## config.mk

```make
export PLATFORM = sky130hd
export DESIGN_NAME = irda_sir_bridge
export DESIGN_NICKNAME = d
export VERILOG_FILES = /design/src/rtl/sir_pkg.sv /design/src/rtl/sir_sync.sv /design/src/rtl/sir_encoder.sv /design/src/rtl/sir_decoder.sv /design/src/rtl/irda_sir_bridge.sv
export SDC_FILE = /design/constraint.sdc
export NUM_CORES = 1
export LEC_CHECK = 0
export ABC_AREA = 1
export BUFFER_PORTS_ARGS = -buffer_cell sky130_fd_sc_hd__buf_2
export CORE_MARGIN = 2
export CORE_UTILIZATION = 30
export DETAILED_ROUTE_END_ITERATION = 8
export GPL_TIMING_DRIVEN = 0
export MAX_ROUTING_LAYER = met4
export PLACE_DENSITY = 0.53
export SLEW_MARGIN = 20
export SYNTH_ARGS = -nofsm -noshare
export SYNTH_HDL_FRONTEND = slang
export SYNTH_SLANG_ARGS = --single-unit
```

## constraint.sdc

```tcl
create_clock -name clk -period 2.7 [get_ports clk]
set_input_delay 0.54 -clock clk [delete_from_list [all_inputs] [get_ports clk]]
set_output_delay 0.54 -clock clk [all_outputs]
set_load 0.02 [all_outputs]
```

## src/rtl/sir_pkg.sv

```systemverilog
package sir_pkg;

  localparam int unsigned SIR_OVERSAMPLE_DEF = 16;
  localparam int unsigned SIR_PULSE_DEF      = 3;
  localparam int unsigned SIR_SYNC_DEF       = 2;

  localparam logic SIR_LINE_IDLE = 1'b1;
  localparam logic SIR_LED_DARK  = 1'b0;

  typedef enum logic {
    PATH_WIRED = 1'b0,
    PATH_IR    = 1'b1
  } sir_path_e;

endpackage

```

## src/rtl/sir_sync.sv

```systemverilog
module sir_sync #(
  parameter int unsigned STAGES    = 2,
  parameter logic        RESET_VAL = 1'b0
) (
  input  logic clk,
  input  logic rst,
  input  logic d,
  output logic q
);

  logic [STAGES-1:0] chain_q;

  for (genvar i = 0; i < STAGES; i++) begin : g_stage
    if (i == 0) begin : g_first
      always_ff @(posedge clk) begin
        if (rst) chain_q[i] <= RESET_VAL;
        else     chain_q[i] <= d;
      end
    end else begin : g_rest
      always_ff @(posedge clk) begin
        if (rst) chain_q[i] <= RESET_VAL;
        else     chain_q[i] <= chain_q[i-1];
      end
    end
  end

  assign q = chain_q[STAGES-1];

endmodule

```

## src/rtl/sir_encoder.sv

```systemverilog
module sir_encoder #(
  parameter int unsigned OVERSAMPLE  = 16,
  parameter int unsigned PULSE_TICKS = 3
) (
  input  logic clk,
  input  logic rst,
  input  logic en,
  input  logic tick,
  input  logic txd,
  output logic led
);

  localparam int unsigned PH_W = (OVERSAMPLE > 1) ? $clog2(OVERSAMPLE) : 1;
  localparam int unsigned PC_W = $clog2(PULSE_TICKS + 1);
  localparam logic [PH_W-1:0] PH_LAST = PH_W'(OVERSAMPLE - 1);
  localparam logic [PC_W-1:0] PC_LOAD = PC_W'(PULSE_TICKS - 1);

  logic [PH_W-1:0] phase_q;
  logic [PC_W-1:0] remain_q;
  logic            prev_txd_q;
  logic            led_q;
  logic            bit_start;

  // A bit starts when the line moved since the last sub-tick, or a full
  // bit period of steady level has gone by.
  assign bit_start = (txd != prev_txd_q) || (phase_q == PH_LAST);

  always_ff @(posedge clk) begin
    if (rst || !en) begin
      phase_q    <= '0;
      remain_q   <= '0;
      prev_txd_q <= 1'b1;
      led_q      <= 1'b0;
    end else if (tick) begin
      prev_txd_q <= txd;
      if (bit_start) begin
        phase_q <= '0;
        if (!txd) begin
          led_q    <= 1'b1;
          remain_q <= PC_LOAD;
        end else begin
          led_q    <= 1'b0;
          remain_q <= '0;
        end
      end else begin
        phase_q <= phase_q + 1'b1;
        if (remain_q != '0) begin
          remain_q <= remain_q - 1'b1;
          led_q    <= 1'b1;
        end else begin
          led_q    <= 1'b0;
        end
      end
    end
  end

  assign led = led_q;

  // a pulse can only begin on a sub-tick
  p_led_rise_on_tick_r2: assert property (@(posedge clk) disable iff (rst)
    $rose(led_q) |-> $past(tick))
    else $error("p_led_rise_on_tick_r2");

  // a pulse only starts for a zero on the line
  p_led_rise_on_zero_r2: assert property (@(posedge clk) disable iff (rst)
    $rose(led_q) |-> !$past(txd))
    else $error("p_led_rise_on_zero_r2");

endmodule

```

## src/rtl/sir_decoder.sv

```systemverilog
module sir_decoder #(
  parameter int unsigned OVERSAMPLE  = 16,
  parameter int unsigned SYNC_STAGES = 2
) (
  input  logic clk,
  input  logic rst,
  input  logic en,
  input  logic tick,
  input  logic pd,
  output logic nrz
);

  localparam int unsigned RW = $clog2(OVERSAMPLE + 1);
  localparam logic [RW-1:0] HOLD_LOAD = RW'(OVERSAMPLE);

  logic          pd_s;
  logic          pd_d_q;
  logic [RW-1:0] hold_q;
  logic          nrz_q;
  logic          pulse_edge;

  sir_sync #(
    .STAGES    (SYNC_STAGES),
    .RESET_VAL (1'b0)
  ) u_pd_sync (
    .clk (clk),
    .rst (rst),
    .d   (pd),
    .q   (pd_s)
  );

  assign pulse_edge = pd_s && !pd_d_q;

  always_ff @(posedge clk) begin
    if (rst || !en) begin
      // a line already high at enable is not taken as an edge
      pd_d_q <= 1'b1;
      hold_q <= '0;
      nrz_q  <= 1'b1;
    end else begin
      pd_d_q <= pd_s;
      if (pulse_edge) begin
        hold_q <= HOLD_LOAD;
        nrz_q  <= 1'b0;
      end else if (tick) begin
        if (hold_q != '0) hold_q <= hold_q - 1'b1;
        else              nrz_q  <= 1'b1;
      end
    end
  end

  assign nrz = nrz_q;

  // the level drops only on a detected pulse edge
  p_fall_on_edge_r7: assert property (@(posedge clk) disable iff (rst)
    $fell(nrz_q) |-> $past(pulse_edge))
    else $error("p_fall_on_edge_r7");

  // while enabled, release happens on a sub-tick
  p_rise_on_tick_r7: assert property (@(posedge clk) disable iff (rst)
    ($rose(nrz_q) && $past(en)) |-> $past(tick))
    else $error("p_rise_on_tick_r7");

  // disabled decoder idles high
  p_idle_when_off_r10: assert property (@(posedge clk) disable iff (rst)
    !$past(en) |-> nrz_q)
    else $error("p_idle_when_off_r10");

endmodule

```

## src/rtl/irda_sir_bridge.sv

```systemverilog
module irda_sir_bridge
  import sir_pkg::*;
#(
  parameter int unsigned OVERSAMPLE  = SIR_OVERSAMPLE_DEF,
  parameter int unsigned PULSE_TICKS = SIR_PULSE_DEF,
  parameter int unsigned SYNC_STAGES = SIR_SYNC_DEF
) (
  input  logic clk,
  input  logic rst,
  input  logic ir_en,
  input  logic baud_tick,
  input  logic uart_txd,
  output logic led_drv,
  output logic wire_txd,
  input  logic wire_rxd,
  input  logic pd_in,
  output logic uart_rxd
);

  sir_path_e path;
  logic      dec_nrz;
  logic      wtx_q;
  logic      urx_q;

  assign path = ir_en ? PATH_IR : PATH_WIRED;

  sir_encoder #(
    .OVERSAMPLE  (OVERSAMPLE),
    .PULSE_TICKS (PULSE_TICKS)
  ) u_enc (
    .clk  (clk),
    .rst  (rst),
    .en   (path == PATH_IR),
    .tick (baud_tick),
    .txd  (uart_txd),
    .led  (led_drv)
  );

  sir_decoder #(
    .OVERSAMPLE  (OVERSAMPLE),
    .SYNC_STAGES (SYNC_STAGES)
  ) u_dec (
    .clk  (clk),
    .rst  (rst),
    .en   (path == PATH_IR),
    .tick (baud_tick),
    .pd   (pd_in),
    .nrz  (dec_nrz)
  );

  always_ff @(posedge clk) begin
    if (rst) begin
      wtx_q <= SIR_LINE_IDLE;
      urx_q <= SIR_LINE_IDLE;
    end else if (path == PATH_IR) begin
      wtx_q <= SIR_LINE_IDLE;
      urx_q <= dec_nrz;
    end else begin
      wtx_q <= uart_txd;
      urx_q <= wire_rxd;
    end
  end

  assign wire_txd = wtx_q;
  assign uart_rxd = urx_q;

  // wired transmit parked while infrared is selected
  p_wire_tx_idle_r4: assert property (@(posedge clk) disable iff (rst)
    $past(ir_en) |-> wire_txd)
    else $error("p_wire_tx_idle_r4");

  // LED dark in wired mode
  p_led_dark_r3: assert property (@(posedge clk) disable iff (rst)
    !$past(ir_en) |-> (led_drv == SIR_LED_DARK))
    else $error("p_led_dark_r3");

  // wired receive passes with one cycle of delay
  p_rx_pass_r6: assert property (@(posedge clk) disable iff (rst)
    !$past(ir_en) |-> (uart_rxd == $past(wire_rxd)))
    else $error("p_rx_pass_r6");

  // wired transmit passes with one cycle of delay
  p_tx_pass_r6: assert property (@(posedge clk) disable iff (rst)
    !$past(ir_en) |-> (wire_txd == $past(uart_txd)))
    else $error("p_tx_pass_r6");

endmodule

```

**Word-level counts from Yosys, hierarchy flattened**

Index checks and enable logic that the tools add are counted.

- Add/sub/neg operators: 3
- Mux-type cells: 15
- Equal/unequal tests: 3
- Reduce and logical (&&, ||, !) cells: 16

Operators with widths:

| kind | count |
|---|---|
| $mux 5 | 3 |
| $mux 1 | 8 |
| $reduce_and 2->1 | 4 |
| $reduce_bool 2->1 | 4 |
| $mux 2 | 3 |
| $reduce_bool 5->1 | 1 |
| $sub 5x1->5 const B | 1 |
| $add 4x1->4 const B | 1 |
| $eq 4x4->1 const B | 1 |
| $mux 4 | 1 |
| $reduce_or 2->1 | 2 |
| $logic_not 1->1 | 2 |
| $logic_or 1x1->1 | 2 |
| $ne 2x1->1 const B | 1 |
| $sub 2x1->2 const B | 1 |
| $logic_and 1x1->1 | 1 |
| $ne 1x1->1 | 1 |

- Flip-flop bits (word level): 19
- Input bits: 7
- Output and inout port bits: 3

**Logic depth before layout (Yosys ltp)**

- Depth in word-level cells: 4
- Depth in mapped cells: 8

**Modules after synthesis**

Synthesis repeated with hierarchy kept, for this count alone.

- Cell total of the unflattened synthesis: 122
- Area total of the unflattened synthesis: 967.2 µm²

Modules (own cells, without submodules):

| module | area each (µm²) | cells an instance | seq. area each (µm²) | instances |
|---|---|---|---|---|
| sir_encoder | 474.2 | 58 | 160.2 | 1 |
| sir_decoder | 362.8 | 49 | 140.1 | 1 |
| irda_sir_bridge | 75.1 | 9 | 40.0 | 1 |
| sir_sync | 55.1 | 6 | 40.0 | 1 |

**Least setup slack after synthesis**

Ideal clock, no wire load.

- Path kind: input to register
- From: input uart_txd
- To: register u_enc.phase_q[3]
- Path buffers: 0
- Data arrival time: 1.062 ns
- Data required time: 2.627 ns
- Cell stages on the path: 7
- Slack: 1.565 ns
- Cell sequence: inv_1 -> nand2_2 -> nand2_4 -> nand2_4 -> nand2_2 -> nand2_4 -> nor3b_2

- Cells in the longest elaborated chain, start to end: 3

Ends and longest elaborated chain:

| item | line | RTL |
|---|---|---|
| start, declared | irda_sir_bridge.sv:12 | `input logic uart_txd,` |
| $ne 1x1->1 | sir_encoder.sv:26 | `assign bit_start = (txd != prev_txd_q) \|\| (phase_q == PH_LAST);` |
| $logic_or 1x1->1 | sir_encoder.sv:26 |  |
| $mux 4 | sir_encoder.sv:36 | `if (bit_start) begin` |
| end signal, assigned | sir_encoder.sv:46 | `phase_q <= phase_q + 1'b1;` |
| end, declared | sir_encoder.sv:18 | `logic [PH_W-1:0] phase_q;` |

No other way between the ends.
A chain may end at the register's enable or synchronous reset.

**Worst setup path after layout**

- From: register u_enc.led_q, in the netlist u_enc.led
- To: output led_drv

RTL lines:

| item | line | RTL |
|---|---|---|
| start, declared | sir_encoder.sv:21 | `logic led_q;` |
| start signal, assigned | sir_encoder.sv:33 | `led_q <= 1'b0;` |
| start signal, assigned | sir_encoder.sv:39 | `led_q <= 1'b1;` |
| start signal, assigned | sir_encoder.sv:42 | `led_q <= 1'b0;` |
| end, declared | irda_sir_bridge.sv:13 | `output logic led_drv,` |

No word-level cell between the ends.

==> metrics.txt <==
Final Wtd Congestion 0.700; Initial DRT Pass Iterations 4; Hold Slack 411 ps; routed wire length 1.43 mm; YS warnings 0; mux contribution to synthesized area 0; Synth Area in Compound Gates 0.0619; initial DRC count 11; vias in the first global route 668; first-pass GRT wire length 2.66 mm; status finished clean; area delta synth->final 12.1%; Post-Synth Simple-Gate Area 0.359; layout cells sized above 1 0.254; Synth Area in Adders 0.0413; worst-path cell chain buf_2; slew margin rel. 0.830; Buf+Inv Stages, Crit Path 1; critical path's slowest cell dfxtp_1; vias per inst 4.55; critical path fanouts, max 2; clock buffer count from CTS 3; initial antenna violation count 0; Port Buffers 9; largest family of logic cells by synthesized area simple AND/OR/NAND/NOR gates; worst skew pair latency 290 ps; number of fill cells 297; TNS Setup 0 ps; post-CTS resize count 0; Reg clk slew, reported paths 110 ps; Setup Crit Path Kind reg -> out; Top delay family on crit path flip-flops; Netlist cell types 24; Syn Inst Count 113; pin count of the biggest net entering global routing 11; total global-route track usage 0.101; worst vdd ir 0.000181 V; worst slew pin tran 255 ps; Core Box Area 2830 sq um; register area share after synthesis 0.418; die height 59.1 um; Sink Count 19; number of placement rows 19; antenna cells 0; WL/cell 9.12 um; post-synth design cell area 910 sq um; ratio of final minimum period to clock period 0.494; Post-CTS Setup Inserts 0; HPWL Detailed 1.16 mm; # setup viols final 0; hold_buf cts 0; Worst EP required 2160 ps; Syn Area/Cell 8.05 sq um; PwrDens 476 nW/um^2; Final min period 1330 ps; Synth Area in XOR/XNOR 0.0289; Hold WC Path Type reg -> reg; total of max-cap violations 0; clk_skew 6.39 ps; CTS H-Tree Depth 1; max incr delay on CP 340 ps; Static Leak 0.451 nW; Max Clk Rate 0.750 GHz; antenna viol nets, final 0; CTS root buffer clkbuf_4; DRC viols 0; syn_nets 123; I/O pin count 10; CTS tree yes; Net count, final 137; Fin. Hold Viols 0; synthesis-stage register bit count 19; Worst setup EP type output pin; CTS Buffer Depth 2; startpoint types flop; unrepaired setup endpoints after global routing no; data arrival time of the critical path 790 ps; commonest non-fill, non-tap cells in the layout nand2_1, dfxtp_1, inv_1, nor2_1, buf_2; Die Span X 59.1 um; die area 3490 sq um; starting density of the core 0.322; via count 715; gr ovfl total 0; final-report max-slew violation count 0
-- routing by layer --
layer / track usage / up-vias / wire [um]
met5: - / - / 0
met4: 0.0390 / 0 / 19
met3: 0.0284 / 2 / 44
met2: 0.171 / 10 / 697
met1: 0.113 / 325 / 670
li1: - / 378 / -
-- worst paths after layout --
| kind | from | endpoint | slack [ps] | cells after the start |
|---|---|---|---|---|
| max | u_enc.led | led_drv | 1370 | 1 |
| min | u_dec.u_pd_sync.chain_q[0] | u_dec.u_pd_sync.q | 410 | 2 |
| max reg2reg | u_dec.hold_q[0] | u_dec.hold_q[3] | 1480 | 8 |
| min reg2reg | u_dec.u_pd_sync.chain_q[0] | u_dec.u_pd_sync.q | 410 | 2 |
-- flip-flops by register name, summed over array words and instances (netlist names) --
register                 flops
u_dec.hold_q                 5
u_enc.phase_q                4
u_enc.remain_q               2
u_dec.nrz                    1
u_dec.pd_d_q                 1
u_dec.u_pd_sync.chain_q      1
u_dec.u_pd_sync.q            1
u_enc.led                    1
u_enc.prev_txd_q             1
uart_rxd                     1
wire_txd                     1
-- kinds of logic after synthesis --
group / Yosys count
adders and majority gates: 3
xor gates and xnor gates: 3
buffers and inverters: 20
DFF: 19
AOI/OAI and AO/OA: 10
and+or+nand+nor: 58
-- cells in the mapped netlist --
| master | instances | area share |
|---|---|---|
| nor3_2 | 2 | 0.022 |
| nor2_2 | 1 | 0.0069 |
| nand3_1 | 4 | 0.022 |
| inv_2 | 3 | 0.012 |
| ha_1 | 3 | 0.041 |
| nand4_1 | 2 | 0.014 |
| xor2_1 | 3 | 0.029 |
| nand2_2 | 5 | 0.034 |
| buf_6 | 1 | 0.012 |
| a31o_1 | 1 | 0.0096 |
| dfxtp_1 | 19 | 0.42 |
| o21ai_1 | 1 | 0.0055 |
| nand2_4 | 3 | 0.037 |
| a21oi_1 | 6 | 0.033 |
| nor2_1 | 14 | 0.058 |
| nand2_1 | 19 | 0.078 |
| nor2_4 | 1 | 0.012 |
| a31oi_1 | 2 | 0.014 |
| nand3_2 | 2 | 0.022 |
| nand3_4 | 1 | 0.019 |
| inv_1 | 16 | 0.066 |
| nand3b_1 | 1 | 0.0083 |
| nor3_1 | 2 | 0.011 |
| nor3b_2 | 1 | 0.014 |
-- where the power goes --
group | leakage [nW] | switching (mW) | internal, mW
logic | 0.281 | 0.0346 | 0.0209
registers | 0.155 | 0.00290 | 0.287
clock network | 0.0150 | 0.0825 | 0.0574
-- stage by stage --
| step | total power, mW | setup WS (ps) | util | std cells | instance area (sq um) |
|---|---|---|---|---|---|
| after floorplan | 0.337 | 1570 | - | 113 | 910 |
| after global placement | 0.352 | 1370 | 0.351 | 153 | 993 |
| after detailed placement | 0.353 | 1360 | 0.351 | 153 | 993 |
| after CTS | 0.496 | 1350 | 0.360 | 157 | 1020 |
| after global routing | 0.521 | 1320 | 0.360 | 157 | 1020 |
| final | 0.486 | 1370 | 0.360 | 157 | 1020 |
-- cell type report --
cell class	instances	area [sq um]	area share
plain buffers	1	11.3	0.0110
clock buffers	4	26.3	0.0258
multi-input cells	74	447	0.438
repair buffers	9	45.0	0.0442
well taps	31	38.8	0.0380
inverters	19	71.3	0.0699
flip-flops and latches	19	380	0.373
No activity file was read; power rests on OpenSTA's default activity.
